<file path="src/rtl/alu_pkg.sv">
// Package: shared select encoding for the sliced ALU.
// Assumes: a two-bit select, one enable per function.
package alu_pkg;
    typedef enum logic [1:0] {
        FN_AND  = 2'b00,
        FN_OR   = 2'b01,
        FN_NOTB = 2'b10,
        FN_SUM  = 2'b11
    } alu_fn_e;

    localparam int NUM_FN = 4;

    // One-hot enables, one per function.
    typedef struct packed {
        logic sum_en;
        logic notb_en;
        logic or_en;
        logic and_en;
    } fn_en_t;
endpackage

</file>
<file path="src/rtl/alu_func_decode.sv">
// Module: turns the two-bit select into four one-hot function enables.
// Assumes: select is always a known value; the output is one-hot.
module alu_func_decode
    import alu_pkg::*;
(
    input  logic [1:0] sel,
    output fn_en_t     en
);
    // Decode the select into exactly one active enable.
    always_comb begin
        en = '0;
        unique case (alu_fn_e'(sel))
            FN_AND:  en.and_en  = 1'b1;
            FN_OR:   en.or_en   = 1'b1;
            FN_NOTB: en.notb_en = 1'b1;
            FN_SUM:  en.sum_en  = 1'b1;
            default: en = '0;
        endcase
    end
endmodule

</file>
<file path="src/rtl/alu_operand_cond.sv">
// Module: conditions the operand words before the slices see them.
// Assumes: zero gating is applied first and A inversion after it.
module alu_operand_cond #(
    parameter int W = 8
) (
    input  logic [W-1:0] raw_a,
    input  logic [W-1:0] raw_b,
    input  logic         a_pass,
    input  logic         b_pass,
    input  logic         a_flip,
    output logic [W-1:0] cond_a,
    output logic [W-1:0] cond_b
);
    logic [W-1:0] gated_a;

    // Gate both operands to zero, then optionally complement A.
    always_comb begin
        gated_a = raw_a & {W{a_pass}};
        cond_a  = gated_a ^ {W{a_flip}};
        cond_b  = raw_b & {W{b_pass}};
    end
endmodule

</file>
<file path="src/rtl/alu_bit_slice.sv">
// Module: one bit of the ALU, with its logic functions and a full adder.
// Assumes: exactly one enable is high; carry out is driven only for the sum.
module alu_bit_slice
    import alu_pkg::*;
(
    input  logic   a,
    input  logic   b,
    input  logic   cin,
    input  fn_en_t en,
    output logic   y,
    output logic   cout
);
    logic half_s;
    logic half_c;
    logic full_s;
    logic full_c;

    // Two half adders form the full adder; the selected term drives the output.
    always_comb begin
        half_s = a ^ b;
        half_c = a & b;
        full_s = half_s ^ cin;
        full_c = half_c | (half_s & cin);
        y      = (en.and_en  & (a & b))
               | (en.or_en   & (a | b))
               | (en.notb_en & ~b)
               | (en.sum_en  & full_s);
        cout   = en.sum_en & full_c;
    end
endmodule

</file>
<file path="src/rtl/sliced_alu.sv">
// Module: top of the W-bit ALU, W identical slices joined by a ripple carry.
// Assumes: purely combinational; the result is valid once the carry has rippled.
module sliced_alu
    import alu_pkg::*;
#(
    parameter int W = 8
) (
    input  logic [W-1:0] opnd_a,
    input  logic [W-1:0] opnd_b,
    input  logic [1:0]   func_sel,
    input  logic         a_pass,
    input  logic         b_pass,
    input  logic         a_flip,
    input  logic         carry_in,
    output logic [W-1:0] result,
    output logic         carry_out
);
    localparam int TOP = W - 1;

    fn_en_t       dec_en;
    logic [W-1:0] cond_a;
    logic [W-1:0] cond_b;
    logic [W:0]   chain;

    alu_func_decode u_dec (
        .sel (func_sel),
        .en  (dec_en)
    );

    alu_operand_cond #(.W(W)) u_cond (
        .raw_a  (opnd_a),
        .raw_b  (opnd_b),
        .a_pass (a_pass),
        .b_pass (b_pass),
        .a_flip (a_flip),
        .cond_a (cond_a),
        .cond_b (cond_b)
    );

    // Feed the external carry into slice 0.
    always_comb chain[0] = carry_in;

    for (genvar i = 0; i < W; i++) begin : g_slice
        alu_bit_slice u_bit (
            .a    (cond_a[i]),
            .b    (cond_b[i]),
            .cin  (chain[i]),
            .en   (dec_en),
            .y    (result[i]),
            .cout (chain[i+1])
        );
    end

    // The carry out of the top slice is the ALU carry output.
    always_comb carry_out = chain[TOP+1];
endmodule

</file>
<file path="config.mk">
export PLATFORM = sky130hd
export DESIGN_NAME = sliced_alu
export DESIGN_NICKNAME = d
export VERILOG_FILES = /design/src/rtl/alu_pkg.sv /design/src/rtl/alu_func_decode.sv /design/src/rtl/alu_operand_cond.sv /design/src/rtl/alu_bit_slice.sv /design/src/rtl/sliced_alu.sv
export SDC_FILE = /design/constraint.sdc
export NUM_CORES = 1
export LEC_CHECK = 0
export BUFFER_PORTS_ARGS = -buffer_cell sky130_fd_sc_hd__buf_4
export CORE_MARGIN = 2
export CORE_UTILIZATION = 40
export DETAILED_ROUTE_END_ITERATION = 8
export PLACE_DENSITY = 0.7
export SLEW_MARGIN = 10
export SYNTH_ARGS = -nofsm -noshare
export SYNTH_HDL_FRONTEND = slang
export SYNTH_SLANG_ARGS = --single-unit
</file>
<file path="constraint.sdc">
create_clock -name vclk -period 10.56
set_input_delay 2.112 -clock vclk [all_inputs]
set_output_delay 2.112 -clock vclk [all_outputs]
set_load 0.005 [all_outputs]
</file>
# Word level (Yosys, flattened, before mapping)
# Index checks and enable logic that the tools add are counted.
dict set report totals {
  out_inout_bits 9
  regBits 0
  inputBits 22
  elab_cells 131
}
dict set report classes {
  n_eq_ne 3
  n_reduce_logical 1
  bitwise 123
  mux 4
}
# operator count
set ops {}
lappend ops {{AND 1 bit} 56}
lappend ops {{OR 1 bit} 40}
lappend ops {{AND 8 bit} 2}
lappend ops {{XOR 1 bit} 16}
lappend ops {{inverter 1 bit} 8}
lappend ops {{XOR 8 bit} 1}
lappend ops {{== test 2 bit (second input constant)} 2}
lappend ops {{two-way mux 1 bit} 4}
lappend ops {{== test 2 x 1 -> 1 bit (second input constant)} 1}
lappend ops {{zero test 2 bit} 1}

# Logic depth before layout (Yosys ltp)
dict set report logic_depth {
  word_depth 27
  mapped_depth 20
  ltp_nobuf 18
}

# Cells and area by module
# A second synthesis with hierarchy kept.
dict set report unflattened {
  hier_cells 118
  area_unflattened_um2 925.9
}
# module seq_area_each_um2 cells_each instances area_each_um2
set by_module_without_submodules {}
lappend by_module_without_submodules {alu_bit_slice 0.0 11 8 91.3}
lappend by_module_without_submodules {alu_operand_cond 0.0 26 1 168.9}
lappend by_module_without_submodules {alu_func_decode 0.0 4 1 26.3}

# Worst setup path after synthesis
# No wires, ideal clock.
dict set report synth_path {
  path_type {input -> output}
  startpoint {input a_pass}
  endpoint {output result[7]}
  path_buffers 2
  t_required_ns 8.448
  stages 20
  arrival_ns 7.021
  path_slack_ns 1.427
  path_cell_list {clkbuf_1 nand2_1 xor2_1 fa_1 nor2_1 fa_1 and3_1 fa_1 and3_1 fa_1 and3_1 fa_1 and3_1 fa_1 and3_1 fa_1 and3_1 fa_1 mux4_2 buf_4}
}
dict set report synth_via {
  elab_chain_cells 27
  word_cells_on_any_way 47
  classes_between {bitwise (47)}
}
# item line_no
set synth_lines {}
lappend synth_lines {{start, declared} sliced_alu.sv:11} ;# input logic a_pass,
lappend synth_lines {{AND 8 bit *} alu_operand_cond.sv:18} ;# gated_a = raw_a & {W{a_pass}};
lappend synth_lines {{XOR 8 bit *} alu_operand_cond.sv:19} ;# cond_a = gated_a ^ {W{a_flip}};
lappend synth_lines {{XOR 1 bit} alu_bit_slice.sv:20} ;# half_s = a ^ b;
lappend synth_lines {{AND 1 bit} alu_bit_slice.sv:23} ;# full_c = half_c | (half_s & cin);
lappend synth_lines {{OR 1 bit} alu_bit_slice.sv:23}
lappend synth_lines {{AND 1 bit} alu_bit_slice.sv:28} ;# cout = en.sum_en & full_c;
lappend synth_lines {{AND 1 bit} alu_bit_slice.sv:23}
lappend synth_lines {{OR 1 bit} alu_bit_slice.sv:23}
lappend synth_lines {{(+11 left out)} -}
lappend synth_lines {{OR 1 bit} alu_bit_slice.sv:23}
lappend synth_lines {{AND 1 bit} alu_bit_slice.sv:28}
lappend synth_lines {{AND 1 bit} alu_bit_slice.sv:23}
lappend synth_lines {{OR 1 bit} alu_bit_slice.sv:23}
lappend synth_lines {{AND 1 bit} alu_bit_slice.sv:28}
lappend synth_lines {{XOR 1 bit} alu_bit_slice.sv:22} ;# full_s = half_s ^ cin;
lappend synth_lines {{AND 1 bit} alu_bit_slice.sv:27} ;# | (en.sum_en & full_s);
lappend synth_lines {{OR 1 bit *} alu_bit_slice.sv:27}
lappend synth_lines {{end, declared} sliced_alu.sv:15} ;# output logic [W-1:0] result,
# Every way passes the cells marked *; elsewhere a longest branch is shown, timed or not.

# Final worst setup path
dict set report layout_path {
  startpoint {input a_flip}
  endpoint {output result[7]}
}
dict set report layout_via {
  elab_chain_cells 26
  word_cells_on_any_way 46
  classes_between {bitwise (46)}
}
# item line_no
set layout_lines {}
lappend layout_lines {{start, declared} sliced_alu.sv:13} ;# input logic a_flip,
lappend layout_lines {{XOR 8 bit *} alu_operand_cond.sv:19}
lappend layout_lines {{XOR 1 bit} alu_bit_slice.sv:20}
lappend layout_lines {{AND 1 bit} alu_bit_slice.sv:23}
lappend layout_lines {{OR 1 bit} alu_bit_slice.sv:23}
lappend layout_lines {{AND 1 bit} alu_bit_slice.sv:28}
lappend layout_lines {{AND 1 bit} alu_bit_slice.sv:23}
lappend layout_lines {{OR 1 bit} alu_bit_slice.sv:23}
lappend layout_lines {{AND 1 bit} alu_bit_slice.sv:28}
lappend layout_lines {{(+10 left out)} -}
lappend layout_lines {{OR 1 bit} alu_bit_slice.sv:23}
lappend layout_lines {{AND 1 bit} alu_bit_slice.sv:28}
lappend layout_lines {{AND 1 bit} alu_bit_slice.sv:23}
lappend layout_lines {{OR 1 bit} alu_bit_slice.sv:23}
lappend layout_lines {{AND 1 bit} alu_bit_slice.sv:28}
lappend layout_lines {{XOR 1 bit} alu_bit_slice.sv:22}
lappend layout_lines {{AND 1 bit} alu_bit_slice.sv:27}
lappend layout_lines {{OR 1 bit *} alu_bit_slice.sv:27}
# Marks and branches as above.

==> impl_results.md <==
* Synth Cell Area at a little under 0.001 mm^2
* Clock power share at 0%
* Post-synth net total at 153
* Worst VDD drop at around 0.017 mV
* Synth Area per Inst at about 9.1 um^2
* Initial antenna violation count at 0
* Mean routed wirelength per cell at about 11 um
* Layout net count at 170
* DRC Markers at 0
* Fmax at around 110 MHz
* Critical Path Start: a_flip
* Post-CTS Hold Buffers at 0
* Reg power frac at 0%
* Synth top area share at 20.59%
* I/O Buffers at 31
* Largest area contributor in the netlist: ha_1
* Worst-path fanout max at 16
* Vias per inst at between 4 and 5
* Initial drt markers at 5
* FF+latch count at 0
* Max Cap Viol at 0
* P&R area growth vs syn at 16.47%
* Relative slew slack at approximately 79%
* Sw frac at roughly 45%
* Post_cts resized at 0
* Multi-input gate area at 797.0 um^2
* Layout cells sized above 1 at around 34%
* Sw power at around 21 uW
* Final Hold Vio Count at 0
* Crit share post-route at 87.34%
* Die area at around 0.0028 mm^2
* WP data required at between 8000 and 9000 ps
* Worst hold path class: in2out
* Grt ovf at 0
* Pwr dens at about 40 mW/mm^2
* Gate power share at between 90% and 100%
* Largest net degree at the start of global routing at 17
* Unrepaired setup endpoints after global routing: no
* Synth Warn # at 0
* Routed wire length at around 1700 um
* Vias post-DR at a little under 700
* Setup TNS Final at 0 ps
* Initial Utilization at 43.12%
* Min Tclk post-route at a little over 9000 ps
* First-pass GRT wire length at 2925 um
* Die Width at 53.30 um
* Synth area leaders: ha_1 21%, mux4_2 19%, fa_1 16%, xnor2_1 7.2%, xor2_1 7.2%
* Static leakage at ~0.00063 uW
* Fillers at 240
* Clkbuf count at 0
* # rows at 17
* Slew @ Worst Pin at 318.1 ps
* Final setup violation count at 0
* Routed Antenna Nets at 0
* Gp weighted congestion at around 0.69
* Hold Crit Start: func_sel[1]
* CP arrival at approximately 7000 ps
* Top post-synthesis cells by count: 18 x inv_1, 16 x ha_1, 15 x nand2_1, 9 x buf_4
* Reg area at 0 um^2
* Synthesized instance count at roughly 110
* Crit. End Element: primary output
* Die H at ~53 um
* Final Max Tran Viols at 0
* Gr usage total at about 13%
* Register area share after synthesis at 0%
* Total power at 46.55 uW
* Crit path kind: in2out
* Setup Fix Bufs, Post-CTS at 0
* Top-count cell post-synth: inv_1
* Outcome: complete, no violations
* Number of antenna diodes at 0
* Io pins at 31
* Vias in the first global route at 700
* Internal Pwr Total at between 20 and 30 uW
* Core box area at around 0.0023 mm^2
* HPWL Detailed at 1390 um
* Netlist cell types at 15
* Drt pass-1 iters at 4
* Final core occ at 50.22%
* Startpoint Class: input pin
==> placed cells by master (no fill, tap or decap) <==
master and instances:
ha_1 16, xnor2_1 8, xor2_1 8, nand2_1 15
inv_1 18, nand2_2 2, nor2_1 1, mux4_2 8
fa_1 8, and3_1 7, buf_4 31
==> logic make-up after synthesis <==
group,after synthesis,share of synthesized area (%)
buffers and inverters,34,18.02
and+or+nand+nor,25,11.97
muxes,8,18.53
xor gates and xnor gates,16,14.41
adders and majority gates,24,37.07
==> routing by layer <==
layer,vias to the layer above,global-route usage [%],routed length (um)
li1,348,-,-
met1,337,17.10,670
met2,10,26.34,938
met3,0,0,50
met4,0,0,0
met5,-,0,0
==> critical path, cell delays in order <==
cell and delay, ps:
buf_4 240, xor2_1 270, fa_1 210, nor2_1 50
fa_1 340, and3_1 160, fa_1 350, and3_1 160
fa_1 340, and3_1 200, fa_1 350, and3_1 190
fa_1 340, and3_1 190, fa_1 350, and3_1 190
fa_1 420, mux4_2 470, buf_4 150
==> final timing paths <==
check                 slack (ps)  depth (start not counted)        end
worst max-delay path        1340                         19  result[7]
worst min-delay path        4700                          3  carry_out
==> layout make-up <==
type / instances / area share, %
tap: 28 / 3.094
inverter: 18 / 5.967
multi-input combinational: 73 / 70.39
timing repair buffer: 31 / 20.55
==> power by group through the flow <==
stage / Sequential, uW / Combinational, uW / Clock [uW]
6_report: 0 / 46.6 / 0
5_1_grt: 0 / 52.9 / 0
4_1_cts: 0 / 47.5 / 0
3_5_place_dp: 0 / 47.4 / 0
3_3_place_gp: 0 / 45.9 / 0
2_1_floorplan: 0 / 36.3 / 0
==> through the flow <==
step | instance area (um^2) | hold WS [ps] | setup WS [ps] | instances
6_report | 1132 | 4697 | 1337 | 150
5_1_grt | 1132 | 4714 | 1034 | 150
4_1_cts | 1132 | 4703 | 1318 | 150
3_5_place_dp | 1132 | 4701 | 1343 | 150
3_3_place_gp | 1132 | 4696 | 1338 | 150
2_1_floorplan | 972.2 | 4590 | 1427 | 107
No activity file was read; power rests on OpenSTA's default activity.
